$ cat src/rtl/wsc_pkg.sv
// Shared types for the wiper position store controller.
package wsc_pkg;
    // Store mode chosen at reset from the store-enable pin level.
    typedef enum logic {
        MODE_MANUAL = 1'b0,
        MODE_AUTO   = 1'b1
    } store_mode_e;
endpackage

$ cat src/rtl/wsc_pin_filter.sv
// Synchronises and debounces the store-enable pin.
// Assumes: tick is a one-cycle pulse; the filtered level follows the pin
// only after the pin has disagreed with it for DEB_TICKS consecutive ticks.
module wsc_pin_filter #(
    parameter int DEB_TICKS = 15
) (
    input  logic clk,
    input  logic rst_n,
    input  logic tick,
    input  logic pin_raw,
    output logic pin_sync,
    output logic lvl,
    output logic rise
);
    localparam int CW = $clog2(DEB_TICKS + 1);

    logic          s1, s2;
    logic [CW-1:0] cnt;

    // Two-flop synchroniser, deliberately left free-running through reset.
    always_ff @(posedge clk) begin
        s1 <= pin_raw;
        s2 <= s1;
    end

    assign pin_sync = s2;

    // Debounce counter; the filtered level flips after a stable disagreement.
    always_ff @(posedge clk) begin
        if (!rst_n) begin
            lvl  <= s2;
            cnt  <= '0;
            rise <= 1'b0;
        end else begin
            rise <= 1'b0;
            if (s2 != lvl) begin
                if (tick) begin
                    if (cnt == CW'(DEB_TICKS - 1)) begin
                        lvl  <= s2;
                        cnt  <= '0;
                        rise <= s2;
                    end else begin
                        cnt <= cnt + 1'b1;
                    end
                end
            end else begin
                cnt <= '0;
            end
        end
    end

    AST_LVL_ONLY_ON_TICK: assert property (@(posedge clk) disable iff (!rst_n)
        !tick |=> $stable(lvl));

endmodule

$ cat src/rtl/wsc_idle_timer.sv
// Inactivity timer for automatic storing.
// Assumes: act is a one-cycle pulse; while hold is high, activity is dropped.
// The timer arms on activity and expires once, IDLE_TICKS ticks later.
module wsc_idle_timer #(
    parameter int IDLE_TICKS = 2000
) (
    input  logic clk,
    input  logic rst_n,
    input  logic en,
    input  logic tick,
    input  logic act,
    input  logic hold,
    output logic expire
);
    localparam int IW = $clog2(IDLE_TICKS + 1);

    logic          armed;
    logic [IW-1:0] cnt;

    assign expire = en && armed && tick && (cnt == IW'(IDLE_TICKS - 1));

    // Arm and restart on activity, disarm on expiry, count ticks while armed.
    always_ff @(posedge clk) begin
        if (!rst_n) begin
            armed <= 1'b0;
            cnt   <= '0;
        end else if (act && !hold && en) begin
            armed <= 1'b1;
            cnt   <= '0;
        end else if (expire) begin
            armed <= 1'b0;
            cnt   <= '0;
        end else if (armed && tick) begin
            cnt <= cnt + 1'b1;
        end
    end

    AST_DISARM_AFTER_EXPIRE: assert property (@(posedge clk) disable iff (!rst_n)
        (expire && !act) |=> !armed);
    AST_NO_ARM_WHILE_HELD: assert property (@(posedge clk) disable iff (!rst_n)
        hold |=> !$rose(armed));

endmodule

$ cat src/rtl/wsc_nv_cell.sv
// Nonvolatile position cell with a timed write window.
// Assumes: the stored value is not cleared by reset (it models nonvolatile
// storage) and starts at INIT. A start request is ignored while busy.
// The new value is committed at the end of the WR_TICKS window.
module wsc_nv_cell #(
    parameter int          W        = 4,
    parameter int          WR_TICKS = 20,
    parameter logic [W-1:0] INIT    = 4'b1000
) (
    input  logic         clk,
    input  logic         rst_n,
    input  logic         tick,
    input  logic         start,
    input  logic [W-1:0] din,
    output logic         busy,
    output logic [W-1:0] q
);
    localparam int WW = $clog2(WR_TICKS + 1);

    logic [WW-1:0] wcnt;
    logic [W-1:0]  wdata;
    logic [W-1:0]  mem = INIT;
    logic          commit;

    assign commit = busy && tick && (wcnt == WW'(WR_TICKS - 1));
    assign q      = mem;

    // Write window sequencing: capture data on start, count ticks, finish.
    always_ff @(posedge clk) begin
        if (!rst_n) begin
            busy  <= 1'b0;
            wcnt  <= '0;
            wdata <= '0;
        end else if (busy) begin
            if (commit) begin
                busy <= 1'b0;
                wcnt <= '0;
            end else if (tick) begin
                wcnt <= wcnt + 1'b1;
            end
        end else if (start) begin
            busy  <= 1'b1;
            wcnt  <= '0;
            wdata <= din;
        end
    end

    // Storage element, updated only when a write window completes.
    always_ff @(posedge clk) begin
        if (rst_n && commit) begin
            mem <= wdata;
        end
    end

    AST_CELL_HELD_WHEN_IDLE: assert property (@(posedge clk) disable iff (!rst_n)
        !busy |=> $stable(q));

endmodule

$ cat src/rtl/wiper_store_ctrl.sv
// Wiper position store controller (top).
// Latches the store mode from the store-enable pin during reset, recalls the
// saved position once after reset, and starts nonvolatile writes either
// after an inactivity period (automatic) or on a debounced press-and-release
// of the pin (manual). Assumes tick_ms is a one-cycle pulse per millisecond.
module wiper_store_ctrl #(
    parameter int POS_W   = 4,
    parameter int IDLE_MS = 2000,
    parameter int DEB_MS  = 15,
    parameter int WR_MS   = 20
) (
    input  logic             clk,
    input  logic             rst_n,
    input  logic             store_en_n,
    input  logic             step_act,
    input  logic [POS_W-1:0] cur_pos,
    input  logic             tick_ms,
    output logic [POS_W-1:0] recall_pos,
    output logic             recall_load,
    output logic             nv_busy,
    output logic             step_inhibit
);
    import wsc_pkg::*;

    localparam logic [POS_W-1:0] MID_SCALE = POS_W'(1) << (POS_W - 1);

    store_mode_e      mode;
    logic             recall_pend;
    logic             pin_sync, pin_lvl, pin_rise;
    logic             idle_expire;
    logic             start_wr;
    logic [POS_W-1:0] nv_q;

    // Mode capture: follows the synchronised pin only while reset is held.
    always_ff @(posedge clk) begin
        if (!rst_n) begin
            mode <= pin_sync ? MODE_MANUAL : MODE_AUTO;
        end
    end

    // Recall strobe: one cycle right after reset is released.
    always_ff @(posedge clk) begin
        if (!rst_n) begin
            recall_pend <= 1'b1;
            recall_load <= 1'b0;
        end else begin
            recall_load <= recall_pend;
            recall_pend <= 1'b0;
        end
    end

    wsc_pin_filter #(.DEB_TICKS(DEB_MS)) u_pin (
        .clk      (clk),
        .rst_n    (rst_n),
        .tick     (tick_ms),
        .pin_raw  (store_en_n),
        .pin_sync (pin_sync),
        .lvl      (pin_lvl),
        .rise     (pin_rise)
    );

    wsc_idle_timer #(.IDLE_TICKS(IDLE_MS)) u_idle (
        .clk    (clk),
        .rst_n  (rst_n),
        .en     (mode == MODE_AUTO),
        .tick   (tick_ms),
        .act    (step_act),
        .hold   (nv_busy),
        .expire (idle_expire)
    );

    // Store request: mode-dependent trigger, skipped in auto mode if unchanged.
    always_comb begin
        if (mode == MODE_AUTO) begin
            start_wr = idle_expire && (cur_pos != nv_q);
        end else begin
            start_wr = pin_rise && !nv_busy;
        end
    end

    wsc_nv_cell #(.W(POS_W), .WR_TICKS(WR_MS), .INIT(MID_SCALE)) u_cell (
        .clk   (clk),
        .rst_n (rst_n),
        .tick  (tick_ms),
        .start (start_wr),
        .din   (cur_pos),
        .busy  (nv_busy),
        .q     (nv_q)
    );

    assign recall_pos   = nv_q;
    assign step_inhibit = nv_busy ||
                          ((mode == MODE_MANUAL) && (!pin_sync || !pin_lvl));

    AST_LOAD_SINGLE: assert property (@(posedge clk) disable iff (!rst_n)
        recall_load |=> !recall_load);
    AST_MODE_FROZEN: assert property (@(posedge clk) disable iff (!rst_n)
        $past(rst_n) |-> $stable(mode));

endmodule

$ cat config.mk
export PLATFORM = sky130hd
export DESIGN_NAME = wiper_store_ctrl
export DESIGN_NICKNAME = d
export VERILOG_FILES = /design/src/rtl/wsc_pkg.sv /design/src/rtl/wsc_pin_filter.sv /design/src/rtl/wsc_idle_timer.sv /design/src/rtl/wsc_nv_cell.sv /design/src/rtl/wiper_store_ctrl.sv
export SDC_FILE = /design/constraint.sdc
export NUM_CORES = 1
export LEC_CHECK = 0
export ABC_AREA = 1
export CAP_MARGIN = 20
export CELL_PAD_IN_SITES_DETAIL_PLACEMENT = 0
export CELL_PAD_IN_SITES_GLOBAL_PLACEMENT = 1
export CORE_MARGIN = 2
export CORE_UTILIZATION = 25
export CTS_CLUSTER_DIAMETER = 200
export DETAILED_ROUTE_END_ITERATION = 16
export DONT_BUFFER_PORTS = 1
export GPL_TIMING_DRIVEN = 0
export MAX_ROUTING_LAYER = met4
export PLACE_DENSITY_LB_ADDON = 0.08
export SLEW_MARGIN = 20
export SYNTH_ARGS = -nofsm -noshare
export SYNTH_HDL_FRONTEND = slang
export SYNTH_SLANG_ARGS = --single-unit
$ cat constraint.sdc
create_clock -name clk -period 1.7 [get_ports clk]
set_input_delay 0.34 -clock clk [delete_from_list [all_inputs] [get_ports clk]]
set_output_delay 0.34 -clock clk [all_outputs]
set_load 0.03 [all_outputs]
==> results.toml <==
[final_layout]
fin_cells = 304
postLayoutCellArea_mm2 = 0.001966
drive_above_1_share_pct = 18.75
final_cell_mix = "49 x nand2_1, 30 x dfxtp_1, 28 x inv_1"
antenna_cells = 0
nNetsFinal = 235
final_common_cell = "nand2_1"
syn_to_final_growth_pct = 15.77

[timing]
period_needed_ns = 1.633
finalHoldViolCount = 0
setup_violations = 0
rsz0062_at_grt = "yes"
worst_slew_pin_slew_ns = 0.3858
max_freq_ghz = 0.6124
finalCritPeriodShare_pct = 96.05
drv_slew = 0
tns_ns = 0
max_slew_margin_pct = 74.27
fin_skew_ns = 0.006545
worst_slack_ns = 0.06715

[die]
dieHeight_um = 86.41
num_rows = 30
io-pin-count = 16
start_util_pct = 25.41
core-area_mm2 = 0.006681
die-area_mm2 = 0.007467
die_w_um = 86.41

[global_route]
grt_max_degree = 12
grt_usage_pct = 10.71
antenna_found_initial = 0
grt-ovfl-total = 0
grt_pass1_wl_um = 5961
grt_pass1_vias = 1289

[worst_setup_path]
r2r_cells = 11
worstSetupEndpointType = "flop"
required_ns = 1.89
startpoint_type = "flop"
startpoint = "u_cell.q[0]$_DFFE_PP_"
critPathArrivalTime_ns = 1.82
crit_type = "flop to flop"
reg2reg_from = "u_cell.q[0]$_DFFE_PP_"
rr_endpoint = "u_cell.wdata[1]$_SDFFE_PN0P_"
crit_fanout = 5
reg2reg_slack_ns = 0.07

[detailed_routing]
num_vias = 1294
wl_um = 3550
antenna_left = 0
via_per_inst = 4.257
firstDrtPassIters = 4
routedWlPerCell_um = 11.68
dr.first_iter.drc_count = 51
drc = 0

[pwr]
leakage_nw = 0.8102
vdd_drop_max_v = 0.0002816
pwr_density_cell_mw_per_mm2 = 800.7

[clocking]
clock-sinks = 37
clkLatencyLatePin_ns = 0.29
htreeDepth = 2
cts_root_buffer = "clkbuf_8"
path_clk_slew_ns = 0.08
tritoncts = "done"
holdBufCountCts = 0
max-clock-path-buffers = 2
cts_made_buffers = 5
post_cts_buffers = 0

[synthesis]
syn-instance-count = 215
yosys_warnings = 0
ys_ff_latch = 37
syn_avg_cell_area_um2 = 7.897
syn_area_mm2 = 0.001698
ys_types = 30
yosysSeqAreaShare_pct = 47.16
syn_nets = 227

[job]
drv_cap = 0

[hold_path]
worstHoldStart = "store_en_n"
hold_class = "input port to flop"
whs_endpoint = "u_pin.s1$_DFF_P_"
hold_depth = 0

[placement]
gp_congestion = 0.6863
placed_area_mm2 = 0.001798
place_ws_ns = -0.1989
port_buffers = 0
dpl.cell_count = 295
detailedPlacementHpwl_um = 2561

[status]
status = "completed"
state kept, by name (all words and copies together), names as in the netlist:
name and count:
u_cell.wcnt 5, u_cell.wdata 4, u_cell.q 4, u_pin.pin_sync 1, u_pin.cnt 4, u_cell.busy 1, recall_load 1, u_pin.s1 1
u_pin.rise 1, u_idle.cnt 11, mode 1, u_pin.lvl 1, recall_pend 1, u_idle.armed 1
metal layers:
| metal | share of wire, % | GRT usage (%) |
|---|---|---|
| met5 | 0 | - |
| met4 | 1.5 | 4.545 |
| met3 | 4.6 | 4.190 |
| met2 | 44 | 15.80 |
| met1 | 50 | 13.00 |
final cells by class:
| cell class | count | area [um^2] |
|---|---|---|
| Fill cell | 736 | 4716 |
| Inverter | 33 | 131.4 |
| Multi-Input combinational cell | 143 | 804.5 |
| Timing Repair Buffer | 1 | 25.02 |
| Buffer | 2 | 20.02 |
| Clock buffer | 6 | 72.57 |
| Clock inverter | 2 | 10.01 |
| Sequential cell | 37 | 802.0 |
| Tap cell | 80 | 100.1 |
worst max-delay path by stage:
stage	cells after the start	slack, ns	to
3_3_place_gp	4	-0.22	u_cell.q[1]$_DFFE_PP_
4_1_cts	11	0.007	u_cell.wdata[3]$_SDFFE_PN0P_
5_1_grt	11	-0.02	u_cell.wcnt[4]$_SDFFE_PN0P_
6_report	11	0.07	u_cell.wdata[1]$_SDFFE_PN0P_
3_5_place_dp	4	-0.20	u_cell.q[2]$_DFFE_PP_
2_1_floorplan	2	0.16	step_inhibit
metrics by stage:
step | utilization [%] | total power [mW] | hold WS [ns]
floorplan | - | 0.9787 | 0.3096
global placement | 26.91 | 0.9973 | 0.3169
detailed placement | 26.91 | 0.9953 | 0.3192
CTS | 28.31 | 1.609 | 0.06938
global route | 29.42 | 1.672 | 0.05770
finish | 29.42 | 1.574 | 0.07818
worst max-delay path, stage by stage (launching register included):
cell       delay (ns)
edfxtp_1         0.56
nand2_1          0.13
inv_1            0.04
nor2_1           0.08
nor2_1           0.05
nand2_1          0.11
nand2_1          0.08
nand2_2          0.08
nand2_4          0.07
clkbuf_16        0.17
o21ai_2          0.13
nor2_2           0.04
power by group:
| group | internal, mW | switching, mW |
|---|---|---|
| clock network | 0.284 | 0.313 |
| registers | 0.899 | 0.0103 |
| logic | 0.0199 | 0.0473 |
what timing repair did:
| item | 4_1_cts | 5_1_grt |
|---|---|---|
| pin swaps | 0 | 5 |
| hold endpoints to repair | 0 | 0 |
| gates resized for setup | 5 | 13 |
| gates cloned | 0 | 1 |
| endpoints found under the setup margin | 9 | 9 |
cell families (layout without fill, tap and decap cells):
logic type      count (synthesis)  count (layout)  share of synthesized area, %
simple gates                  105             105                         29.04
flops                          37              37                         47.16
buf+inv                        35              44                         8.548
compound gates                 30              30                         10.46
xor+xnor                        5               5                         2.580
fa+ha+maj                       3               3                         2.211
Yosys cell counts:
| library cell | instances | area share [%] |
|---|---|---|
| a21oi_1 | 15 | 4.4 |
| nand3_1 | 12 | 3.5 |
| buf_6 | 1 | 0.66 |
| nand3_2 | 1 | 0.59 |
| nand4_1 | 1 | 0.37 |
| nor2_2 | 5 | 1.8 |
| ha_1 | 3 | 2.2 |
| o21ai_2 | 4 | 2.1 |
| clkinv_4 | 1 | 0.52 |
| nor3_2 | 2 | 1.2 |
| xnor2_1 | 2 | 1.0 |
| nand2_2 | 3 | 1.1 |
| nand2_1 | 50 | 11 |
| nor2_8 | 1 | 1.2 |
| a211oi_1 | 3 | 1.3 |
| inv_2 | 3 | 0.66 |
| edfxtp_1 | 6 | 11 |
| nand3b_1 | 1 | 0.44 |
| buf_2 | 1 | 0.29 |
| o21a_1 | 1 | 0.44 |
| nor2_1 | 23 | 5.1 |
| clkinv_1 | 1 | 0.22 |
| inv_1 | 28 | 6.2 |
| nand2_4 | 2 | 1.3 |
| dfxtp_1 | 31 | 37 |
| nor3b_1 | 1 | 0.44 |
| o21bai_1 | 1 | 0.44 |
| o21ai_0 | 6 | 1.8 |
| nor3_1 | 3 | 0.88 |
| xor2_1 | 3 | 1.5 |
Note: power is estimated with default switching activity, not from simulation.
